File: src/rtl/farbank_stack_seq.sv
module farbank_stack_seq #(
  parameter logic [15:0] RESET_PC   = 16'hC000,
  parameter logic [7:0]  RESET_SP   = 8'hFF,
  parameter logic [7:0]  STACK_PAGE = 8'h01,
  parameter int          I_BIT      = 2,
  parameter int          B_BIT      = 4,
  parameter int          E_BIT      = 5
) (
  input  logic        clk,
  input  logic        rst_n,
  input  logic        cmd_valid,
  input  logic [1:0]  cmd_op,
  input  logic [7:0]  opd_bank,
  input  logic [15:0] opd_addr,
  input  logic [7:0]  stat_in,
  output logic [7:0]  stat_out,
  output logic [15:0] pc,
  output logic [7:0]  code_bank,
  output logic [7:0]  sp,
  output logic        busy,
  output logic        done,
  output logic [15:0] mem_addr,
  output logic        mem_we,
  output logic [7:0]  mem_wdata,
  input  logic [7:0]  mem_rdata,
  input  logic [15:0] dat_addr_in,
  input  logic [7:0]  dat_bank,
  output logic [23:0] dat_addr_out
);
  localparam logic [1:0] OP_CALL = 2'd0;
  localparam logic [1:0] OP_RET  = 2'd1;
  localparam logic [1:0] OP_IENT = 2'd2;
  localparam logic [1:0] OP_IRET = 2'd3;
  localparam logic [7:0] I_MASK  = 8'(1 << I_BIT);
  localparam logic [7:0] BE_MASK = 8'((1 << B_BIT) | (1 << E_BIT));

  logic        active;
  logic [1:0]  op_q, step_q, phase;
  logic [7:0]  tgt_bank_q, stat_q, lo_q, sp_inc;
  logic [15:0] tgt_pc_q;
  logic        is_push, last;

  assign is_push  = ~op_q[0];
  assign sp_inc   = sp + 8'd1;
  assign phase    = (op_q == OP_RET) ? step_q + 2'd1 : step_q;
  assign busy     = active;
  assign done     = active & last;
  assign mem_we   = active & is_push;
  assign mem_addr = {STACK_PAGE, is_push ? sp : sp_inc};
  assign dat_addr_out = dat_addr_in[15] ? {dat_bank, dat_addr_in} : {8'h00, dat_addr_in};

  always_comb begin
    case (step_q)
      2'd0:    mem_wdata = code_bank;
      2'd1:    mem_wdata = pc[15:8];
      2'd2:    mem_wdata = pc[7:0];
      default: mem_wdata = stat_q;
    endcase
  end

  always_comb begin
    case (op_q)
      OP_CALL: last = (step_q == 2'd2);
      OP_IENT: last = (step_q == 2'd3);
      OP_RET:  last = (phase == 2'd3) | ((phase == 2'd2) & ~mem_rdata[7]);
      default: last = (phase == 2'd3);
    endcase
  end

  always_ff @(posedge clk) begin
    if (!rst_n) begin
      active     <= 1'b0;
      op_q       <= OP_CALL;
      step_q     <= 2'd0;
      tgt_bank_q <= 8'h00;
      tgt_pc_q   <= 16'h0000;
      stat_q     <= 8'h00;
      lo_q       <= 8'h00;
      pc         <= RESET_PC;
      code_bank  <= 8'h00;
      sp         <= RESET_SP;
      stat_out   <= 8'h00;
    end else if (!active) begin
      if (cmd_valid) begin
        active     <= 1'b1;
        op_q       <= cmd_op;
        tgt_bank_q <= opd_bank;
        tgt_pc_q   <= opd_addr;
        stat_q     <= stat_in;
        step_q     <= (cmd_op == OP_CALL && !pc[15]) ? 2'd1 : 2'd0;
      end
    end else begin
      step_q <= step_q + 2'd1;
      if (last) active <= 1'b0;
      if (is_push) begin
        sp <= sp - 8'd1;
        if (last) begin
          pc        <= tgt_pc_q;
          code_bank <= (op_q == OP_IENT) ? 8'h00 : tgt_bank_q;
          if (op_q == OP_IENT) stat_out <= stat_q | I_MASK;
        end
      end else begin
        sp <= sp_inc;
        case (phase)
          2'd0:    stat_out  <= mem_rdata | BE_MASK;
          2'd1:    lo_q      <= mem_rdata;
          2'd2:    pc        <= {mem_rdata, lo_q};
          default: code_bank <= mem_rdata;
        endcase
      end
    end
  end

  assert_push_dec_R2: assert property (@(posedge clk) disable iff (!rst_n)
    (active && is_push) |=> sp == $past(sp) - 8'd1);
  assert_pop_inc_R2: assert property (@(posedge clk) disable iff (!rst_n)
    (active && !is_push) |=> sp == $past(sp) + 8'd1);
  assert_stack_page_R2: assert property (@(posedge clk) disable iff (!rst_n)
    busy |-> mem_addr[15:8] == STACK_PAGE);
  assert_done_in_busy_R8: assert property (@(posedge clk) disable iff (!rst_n)
    done |-> busy);
  assert_done_ends_R8: assert property (@(posedge clk) disable iff (!rst_n)
    done |=> !busy);
  assert_ient_clear_R6: assert property (@(posedge clk) disable iff (!rst_n)
    (done && op_q == OP_IENT) |=> (code_bank == 8'h00) && stat_out[I_BIT]);
  assert_iret_flags_R7: assert property (@(posedge clk) disable iff (!rst_n)
    (done && op_q == OP_IRET) |=> stat_out[B_BIT] && stat_out[E_BIT]);
  assert_idle_hold_R9: assert property (@(posedge clk) disable iff (!rst_n)
    (!busy && !cmd_valid) |=> $stable(sp) && $stable(pc) && $stable(code_bank));
endmodule

File: config.mk
export PLATFORM = sky130hd
export DESIGN_NAME = farbank_stack_seq
export DESIGN_NICKNAME = d
export VERILOG_FILES = /design/src/rtl/farbank_stack_seq.sv
export SDC_FILE = /design/constraint.sdc
export NUM_CORES = 1
export LEC_CHECK = 0
export BUFFER_PORTS_ARGS = -buffer_cell sky130_fd_sc_hd__buf_2
export CAP_MARGIN = 25
export CORE_ASPECT_RATIO = 1.4
export CORE_MARGIN = 5
export CORE_UTILIZATION = 40
export CTS_BUF_LIST = sky130_fd_sc_hd__clkbuf_8
export DETAILED_ROUTE_END_ITERATION = 10
export GPL_ROUTABILITY_DRIVEN = 0
export PLACE_DENSITY_LB_ADDON = 0.08
export SLEW_MARGIN = 20
export SYNTH_ARGS = -nofsm -noshare
export SYNTH_HDL_FRONTEND = slang
export SYNTH_SLANG_ARGS = --single-unit
File: constraint.sdc
create_clock -name clk -period 5.23 [get_ports clk]
set_clock_uncertainty 0.05 [all_clocks]
set_input_delay 0.523 -clock clk [delete_from_list [all_inputs] [get_ports clk]]
set_output_delay 0.523 -clock clk [all_outputs]
set_load 0.05 [all_outputs]
==> results_dict.tcl, run 1 <==
set metrics [dict create \
    route.detailed.wl_per_inst_um 17.13 \
    finalCritPeriodShare 0.5980 \
    synth_ff_type "dfxtp_1" \
    grt_pass1_vias 3839 \
    hold_start "opd_addr[10]" \
    yosysWarnings 0 \
    internal_power_mw 0.9893 \
    synth-seq-area-share 0.4013 \
    rsz0062_at_grt "no" \
    io_buffer_count 121 \
    path_class "reg -> out" \
    drt_iter0_markers 246 \
    tightest_slew_ps 928.8 \
    mostFrequentLayoutCells "buf_2 (121), nand2_1 (96), dfxtp_1 (84), a21oi_1 (45), mux2i_1 (29)" \
    max_freq_mhz 319.7 \
    hold_path.class "in -> reg" \
    maxSlewHeadroom 0.3808 \
    cts_setup_buffers 0 \
    power.density_nw_per_um2 301.7 \
    stdcell_count 723 \
    antenna_found_initial 0 \
    r2r_cells 5 \
    pwr-share-comb 0.199 \
    coreArea_um2 10410 \
    crit_path_end_kind "output pin" \
    track_usage 0.1920 \
    route.detailed.drc 0 \
    syn_area_um2 4240 \
    clkPwrFrac 0.324 \
    synth-edff-count 0 \
    root_buffer "clkbuf_8" \
    grt_first_pass_wirelength_mm 19.89 \
    post-dp-hpwl_mm 9.176 \
    avgSynthCellArea_um2 8.481 \
    syn_inst 500 \
    cts_sinks 85 \
    holdPathStages 3 \
    yosys.area.top_type "dfxtp_1" \
    ir_drop_mv 0.1620 \
    grt-ovfl-total 0 \
    cp_max_fo 44 \
    antenna_cells 0 \
    crit_arrival_ps 2550 \
    cts_tree "yes" \
    hold_violations 0 \
    cap_viol_max_count 0 \
    die_y_um 131.8 \
    detail-route-antenna-nets 0 \
    switchingPower_mw 0.5071 \
    io_pins 160 \
    dieArea_um2 12790 \
    rrSetupSlack_ps 2100 \
    ys_async_sr_fraction 0 \
    path_clk_slew_ps 90 \
    final_common_cell "buf_2" \
    layout.nets 658 \
    ctsHoldBuffers 0 \
    period_needed_ps 3128 \
    area_growth_pct 16.97 \
    cts_buffers 9 \
    reg2reg_from "op_q[0]$_SDFFE_PN0P_" \
    row_count 44 \
    ys_top_cells_by_area "dfxtp_1 (40%), nand2_1 (8.5%), mux2i_1 (6.8%)" \
    initial_core_util 0.4075 \
    firstDrtPassIters 8 \
    vias 3824 \
    cp-start-kind "flip-flop" \
    place_inst 707 \
    fillCellCount 1071 \
    hold_end "tgt_pc_q[10]$_SDFFE_PN0P_" \
    synth_cell_type_count 47 \
    setup_viol 0 \
    p_leak_nw 2.259 \
    h-tree-depth 3 \
    ctsResizeCount 0 \
    seq_power_share 0.477 \
    tns_ps 0 \
    yosys_register_bits 85 \
    drv_slew 0 \
    run_status "completed" \
    swShare 0.3389 \
    drt_wl_total_mm 12.39 \
    die_x_um 97.02 \
    cp.required_ps 4660 \
    grt_start_max_net_pins 45 \
    clockBufferDepth 2 \
    drive_gt1_frac 0.2581 \
    insertion_delay_ps 360 \
    synth_top_area_frac 0.4013 \
    r2r_end "pc[14]$_SDFFE_PN1P_" \
    viasPerCell 5.289 \
]
==> worst max path at each step <==
| stage | to | start |
|---|---|---|
| finish | mem_addr[0] | op_q[0]$_SDFFE_PN0P_ |
| global route | pc[14]$_SDFFE_PN1P_ | op_q[0]$_SDFFE_PN0P_ |
| CTS | mem_addr[0] | op_q[0]$_SDFFE_PN0P_ |
| detailed placement | pc[14]$_SDFFE_PN1P_ | op_q[0]$_SDFFE_PN0P_ |
| global placement | pc[14]$_SDFFE_PN1P_ | op_q[0]$_SDFFE_PN0P_ |
| floorplan | done | step_q[0]$_SDFFE_PN0P_ |
==> kinds of logic (layout without fill, tap and decap cells) <==
| group | count (synthesis) | count (layout) | share of synthesized area |
|---|---|---|---|
| simple gates | 168 | 168 | 0.1800 |
| compound gates | 115 | 115 | 0.1998 |
| flops | 85 | 85 | 0.4013 |
| buf+inv | 81 | 160 | 0.09826 |
| mux | 31 | 31 | 0.07377 |
| fa+ha+maj | 9 | 9 | 0.02656 |
| xor+xnor | 9 | 9 | 0.01859 |
| other cells | 2 | 8 | 0.001771 |
==> per-stage QoR <==
| stage | utilization | setup WS (ps) | total power [mW] | area (um2) | hold WS, ps |
|---|---|---|---|---|---|
| finish | 0.4767 | 2102 | 1.496 | 4960 | 337.2 |
| global route | 0.4767 | 1885 | 1.564 | 4960 | 326.0 |
| CTS | 0.4767 | 2083 | 1.512 | 4960 | 323.6 |
| global placement | 0.4545 | 2279 | 1.021 | 4730 | 396.5 |
| floorplan | - | 2299 | 0.9745 | 4263 | 383.0 |
| detailed placement | 0.4572 | 2146 | 1.027 | 4757 | 399.8 |
==> final cells by class <==
class	count	area, um2	area share
clock buffers	9	123.9	0.02497
well taps	138	172.7	0.03481
multi-input cells	340	2151	0.4337
repair buffers	126	663.1	0.1337
flip-flops and latches	85	1703	0.3433
clock inverters	7	78.83	0.01589
inverters	18	67.56	0.01362
==> sequential cells by signal (all words and copies together) (netlist names) <==
signal	count
op_q	2
sp	8
code_bank	8
pc	16
lo_q	8
step_q	2
stat_out	8
tgt_bank_q	8
busy	1
stat_q	8
tgt_pc_q	16
==> synth_stat cells, drive strengths merged (2+ instances only) <==
master,n
buf,33
a21boi,2
o211a,23
ha,9
xnor2,6
mux2,2
a222oi,8
xor2,3
and2,11
or4,4
or3,2
o2111ai,5
dfxtp,85
nand4,11
inv,17
mux2i,29
nand3b,4
nor3,5
nor2b,2
o21ai,10
a311oi,4
nand2b,2
o311ai,2
conb,2
a22oi,3
nand2,96
clkbuf,30
a211oi,6
nor2,15
a21oi,46
nand3,15
==> layer usage <==
metal	GRT usage	wire length (um)	share of wire
met3	0.04182	887	0.072
met1	0.2268	4959	0.40
met2	0.3333	6203	0.50
met4	0.08197	336	0.027
met5	0	0	0
==> power by group through the flow <==
stage	combinational [mW]	sequential, mW	clock, mW
final	0.298	0.713	0.485
after global routing	0.323	0.719	0.523
after CTS	0.300	0.713	0.499
after detailed placement	0.299	0.728	0
after global placement	0.293	0.728	0
after floorplan	0.226	0.748	0
==> worst max-delay path: stages (launching register included) <==
cell and delay (ps):
dfxtp_2 950, inv_1 510, ha_1 450, buf_2 260
Power figures use the tool's default switching activity.
==> inputs of run 2 (changes only) <==
--- a/config.mk
+++ b/config.mk
@@ -5,6 +5,7 @@
 export SDC_FILE = /design/constraint.sdc
 export NUM_CORES = 1
 export LEC_CHECK = 0
+export ABC_AREA = 1
 export BUFFER_PORTS_ARGS = -buffer_cell sky130_fd_sc_hd__buf_2
 export CAP_MARGIN = 25
 export CORE_ASPECT_RATIO = 1.4
==> constraint.sdc (replaced) <==
create_clock -name clk -period 3.1 [get_ports clk]
set_clock_uncertainty 0.05 [all_clocks]
set_input_delay 0.31 -clock clk [delete_from_list [all_inputs] [get_ports clk]]
set_output_delay 0.31 -clock clk [all_outputs]
set_load 0.05 [all_outputs]
==> results_dict.tcl, run 2 <==
set metrics [dict create \
    synth_compound_area_frac 0.1814 \
    tightest_slew_ps 715.0 \
    path_cells "inv_2, ha_1, inv_1, o21ai_0, a21oi_1, o21ai_0, buf_2" \
    ys_async_sr_fraction 0 \
    root_buffer "clkbuf_8" \
    io_buffer_count 121 \
    syn_inst 663 \
    cp-start-kind "flip-flop" \
    yosysWarnings 0 \
    post-dp-hpwl_mm 10.49 \
    area_growth_pct 16.19 \
    tns_ps 0 \
    muxShareOfSynthArea 0 \
    setup_viol 0 \
    synth_top_area_frac 0.3849 \
    clockBufferDepth 2 \
    yosys.area_share.xor_xnor 0.009624 \
    drv_slew 0 \
    syn_area_um2 4420 \
    dieArea_um2 13280 \
    cp_top_family "flip-flops" \
    row_count 45 \
    io_pins 160 \
    cts_buffers 9 \
    synth.most_common_cell "nand2_1" \
    antenna_cells 0 \
    synth_top_cells_by_count "nand2_1 (122), nor2_1 (118), dfxtp_1 (85)" \
    grt_pass1_vias 4301 \
    synth-seq-area-share 0.3849 \
    die_y_um 134.4 \
    route.detailed.drc 0 \
    initial_core_util 0.4068 \
    period_needed_ps 2483 \
    finalCritPeriodShare 0.8010 \
    ys_top_cells_by_area "dfxtp_1 (38%), nand2_1 (10%), nor2_1 (10%)" \
    avgSynthCellArea_um2 6.667 \
    grt_start_max_net_pins 77 \
    post-place-ws_ps 787.7 \
    coreArea_um2 10870 \
    detail-route-antenna-nets 0 \
    drive_gt1_frac 0.2072 \
    crit_path_end_kind "output pin" \
    synth_top_family_by_area "simple AND/OR/NAND/NOR gates" \
    layout.nets 826 \
    cts_tree "yes" \
    yosys.area_share.simple 0.2658 \
    max_freq_mhz 402.7 \
    yosys.area.top_type "dfxtp_1" \
    viasPerCell 4.993 \
    path_clk_slew_ps 90 \
    crit_buf_inv 3 \
    cp_max_fo 8 \
    cts_sinks 85 \
    yosys_register_bits 85 \
    firstDrtPassIters 5 \
    grt_first_pass_wirelength_mm 21.93 \
    stdcell_count 894 \
    mostFrequentLayoutCells "nand2_1 (122), buf_2 (121), nor2_1 (118), dfxtp_1 (85), o21ai_0 (75)" \
    cp_slowest_cell "dfxtp_1" \
    ctsHoldBuffers 0 \
    hold_path.class "in -> reg" \
    cts_setup_buffers 0 \
    vias 4464 \
    setup_slack_ps 617.0 \
    maxSlewHeadroom 0.5233 \
    cap_viol_max_count 0 \
    antenna_found_initial 0 \
    synth_cell_type_count 31 \
    track_usage 0.2105 \
    ir_drop_mv 0.2584 \
    crit_top_cell "o21ai_0" \
    synth-edff-count 0 \
    h-tree-depth 3 \
    route.detailed.wl_per_inst_um 15.73 \
    cp.required_ps 2740 \
    hold_violations 0 \
    top_regs "pc x16, tgt_pc_q x16" \
    crit_arrival_ps 2120 \
    ctsResizeCount 0 \
    p_total_mw 2.949 \
    max_stage_delay_ps 540 \
    synthAdderAreaFrac 0.02547 \
    final_common_cell "nand2_1" \
    power.density_nw_per_um2 574.2 \
    rsz0062_at_grt "no" \
    die_x_um 98.85 \
    drt_wl_total_mm 14.06 \
    path_class "reg -> out" \
    insertion_delay_ps 360 \
    synth_ff_type "dfxtp_1" \
    drt_iter0_markers 257 \
    place_inst 878 \
    hold_ws_ps 116.1 \
    grt-ovfl-total 0 \
    p_leak_nw 2.580 \
    run_status "completed" \
]
[run 2: changes by cell type after synthesis, sizes merged, moves of 8 or more]
cell,previous run,this run
o211a,23,0
nor2,15,119
nand3,15,39
clkbuf,30,22
nand4,11,3
o21ai,10,78
a21oi,46,66
mux2i,29,0
a222oi,8,0
inv,17,57
nand2,96,125
and2,11,0
[run 2: power by group]
group / leakage [nW] / switching (mW) / internal, mW
clock: 0.103 / 0.413 / 0.417
combinational: 1.78 / 0.653 / 0.212
sequential: 0.698 / 0.0765 / 1.18
[run 2: cell type report]
class | count | area (um2)
inverters | 59 | 221.5
clock buffers | 11 | 151.4
clock inverters | 5 | 57.56
multi-input cells | 464 | 2162
fillers | 1190 | 5731
well taps | 141 | 176.4
repair buffers | 129 | 665.6
flip-flops and latches | 85 | 1702
[run 2: cells by family after synthesis]
group,after synthesis
AO/OA/AOI/OAI,152
XOR/XNOR,4
adder cells (fa/ha/maj),9
buffers and inverters,120
flip-flops,85
other,2
AND/OR/NAND/NOR,291
[run 2: path summary, 6_finish.rpt]
path	slack, ps	to	from	cells past startpoint
hold / removal	120	tgt_bank_q[4]$_SDFFE_PN0P_	opd_bank[4]	3
setup reg to reg	740	pc[6]$_SDFFE_PN0P_	step_q[0]$_SDFFE_PN0P_	10
setup / recovery	620	mem_wdata[7]	step_q[0]$_SDFFE_PN0P_	7
hold reg to reg	410	tgt_pc_q[0]$_SDFFE_PN0P_	tgt_pc_q[0]$_SDFFE_PN0P_	2
[run 2: through the flow]
step,cell area (um2),utilization
after floorplan,4443,-
after global placement,4927,0.4534
after detailed placement,4927,0.4534
after CTS,5136,0.4727
after global routing,5136,0.4727
final,5136,0.4727
[run 2: layer usage]
metal	wire length [um]	part of all wire	global-route usage
met5	0	0	0
met4	559	0.040	0.1169
met3	783	0.056	0.03590
met2	6965	0.50	0.3602
met1	5756	0.41	0.2469
[run 2: tightest hold or removal path: cells and delay by family]
| family | cells | cell delay, ps |
|---|---|---|
| AND/OR/NAND/NOR | 2 | 110 |
| buffers and inverters | 1 | 70 |
==> inputs of run 3 (changes only) <==
--- a/config.mk
+++ b/config.mk
@@ -5,7 +5,7 @@
 export SDC_FILE = /design/constraint.sdc
 export NUM_CORES = 1
 export LEC_CHECK = 0
-export ABC_AREA = 1
+export ABC_AREA = 0
 export BUFFER_PORTS_ARGS = -buffer_cell sky130_fd_sc_hd__buf_2
 export CAP_MARGIN = 25
 export CORE_ASPECT_RATIO = 1.4
==> constraint.sdc (replaced) <==
create_clock -name clk -period 2.1 [get_ports clk]
set_clock_uncertainty 0.05 [all_clocks]
set_input_delay 0.21 -clock clk [delete_from_list [all_inputs] [get_ports clk]]
set_output_delay 0.21 -clock clk [all_outputs]
set_load 0.05 [all_outputs]
==> results_dict.tcl, run 3 (synthesized netlist as in run 1, its figures left out) <==
set metrics [dict create \
    hold_ws_ps 38.56 \
    run_status "complete, but fails checks" \
    multi_input_area_um2 2271 \
    power.density_nw_per_um2 706.1 \
    tns_ps -217.9 \
    final_area_um2 5289 \
    crit_path_end_kind "output pin" \
    hold_end "tgt_bank_q[3]$_SDFFE_PN0P_" \
    io_buffer_count 121 \
    cp_top_family "compound AO/OA/AOI/OAI gates" \
    reg2reg_from "step_q[1]$_SDFFE_PN0P_" \
    path_clk_slew_ps 80 \
    route.detailed.wl_per_inst_um 17.29 \
    h-tree-depth 3 \
    hold_path.class "in -> reg" \
    post-dp-hpwl_mm 9.714 \
    finalCritPeriodShare 1.049 \
    met1_usage 0.2273 \
    layout.nets 681 \
    hold_violations 0 \
    final_util 0.5083 \
    grt-ovfl-total 0 \
    clockBufferDepth 2 \
    cp_max_fo 5 \
    insertion_delay_ps 350 \
    initial_core_util 0.4075 \
    use_met2 0.3514 \
    final_common_cell "buf_2" \
    cts_sinks 85 \
    vias 3954 \
    io_pins 160 \
    route.detailed.drc 0 \
    viasPerCell 5.307 \
    drt_wl_total_mm 12.88 \
    die_x_um 97.02 \
    crit_buf_inv 3 \
    dieArea_um2 12790 \
    grt_pass1_vias 3944 \
    die_y_um 131.8 \
    drive_gt1_frac 0.3196 \
    detail-route-antenna-nets 0 \
    cts_tree "yes" \
    max_stage_delay_ps 470 \
    hold_start "opd_bank[3]" \
    holdPathStages 3 \
    r2r_cells 7 \
    setup_viol 4 \
    ir_drop_mv 0.4135 \
    root_buffer "clkbuf_8" \
    path_class "reg -> out" \
    cp.required_ps 1840 \
    antenna_cells 0 \
    grt_use_met3 0.04659 \
    violations "negative setup slack" \
    crit_top_cell "buf_6" \
    antenna_found_initial 0 \
    grt_first_pass_wirelength_mm 20.48 \
    rsz0062_at_grt "yes" \
    mostFrequentLayoutCells "buf_2 (112), nand2_1 (96), dfxtp_1 (77), a21oi_1 (45), buf_4 (30)" \
    post-place-ws_ps 117.8 \
    drv_slew 0 \
    top_regs "pc x16, tgt_pc_q x16" \
    drt_iter0_markers 277 \
    grt_busiest_layer "met2" \
    grt_start_max_net_pins 39 \
    rrSetupSlack_ps 150 \
    tightest_slew_ps 642.6 \
    coreArea_um2 10410 \
    place_area_um2 4964 \
    row_count 44 \
    fillCellCount 1050 \
    firstDrtPassIters 6 \
    maxSlewHeadroom 0.5700 \
    ctsHoldBuffers 0 \
    cp_slowest_cell "a222oi_1" \
    period_needed_ps 2204 \
    track_usage 0.1976 \
    area_growth_pct 24.73 \
    setup_slack_ps -103.7 \
    p_leak_nw 2.402 \
    cp-start-kind "flip-flop" \
    cts_buffers 9 \
    crit_arrival_ps 1940 \
    max_freq_mhz 453.8 \
    path_cells "buf_6, ha_4, buf_6, a222oi_1, mux2i_1, buf_4" \
    r2r_end "lo_q[1]$_SDFFE_PN0P_" \
    seq_area_um2 1714 \
    cap_viol_max_count 0 \
]
[run 3: cell count changes in the layout (fill, tap and decap cells not counted), sizes merged, moves of 11 or more]
cell / previous run / this run
o21ai: 78 / 10
and2: 0 / 11
buf: 129 / 148
nand2: 125 / 96
a21oi: 66 / 46
inv: 59 / 19
mux2i: 0 / 29
nand3: 39 / 15
nor2: 119 / 15
o211a: 0 / 23
[run 3: per-layer routing]
| metal | wire, um | vias up |
|---|---|---|
| met5 | 0 | - |
| met3 | 828 | 22 |
| met4 | 328 | 0 |
| met2 | 6517 | 153 |
| li1 | - | 1928 |
| met1 | 5206 | 1851 |
[run 3: per-stage QoR]
stage          power [mW]  cells
2_1_floorplan       2.444    506
3_3_place_gp        2.593    724
3_5_place_dp        2.602    724
4_1_cts             3.759    741
5_1_grt             3.902    745
6_report            3.735    745
[run 3: worst max-delay path by stage]
stage	start	endpoint	slack, ps	cells after the start
2_1_floorplan	step_q[1]$_SDFFE_PN0P_	mem_wdata[0]	-30	3
3_3_place_gp	step_q[1]$_SDFFE_PN0P_	mem_wdata[4]	150	6
3_5_place_dp	step_q[1]$_SDFFE_PN0P_	mem_wdata[4]	120	6
4_1_cts	step_q[1]$_SDFFE_PN0P_	mem_wdata[4]	-110	6
5_1_grt	step_q[1]$_SDFFE_PN0P_	mem_wdata[5]	-140	6
6_report	step_q[1]$_SDFFE_PN0P_	mem_wdata[5]	-100	6
[run 3: where the power goes]
part | switching, mW | internal, mW
clock | 0.577 | 0.570
sequential | 0.0655 | 1.68
combinational | 0.579 | 0.261
total | 1.22 | 2.51
[run 3: area by class of cell]
cell class	instances	share of cell area
inverters	18	0.01325
repair buffers	149	0.1644
clock buffers	10	0.02602
well taps	138	0.03265
multi-input cells	340	0.4294
flip-flops and latches	85	0.3241
clock inverters	5	0.01017
[run 3: repair_timing]
action,CTS,global route
cloned,1,0
buffers inserted,1,4
pin swaps,5,6
gates resized for setup,19,13
setup endpoints to repair,11,16
[run 3: worst min-delay path, stage by stage]
cell	delay [ps]
buf_2	90
nand2_1	40
a21oi_1	50
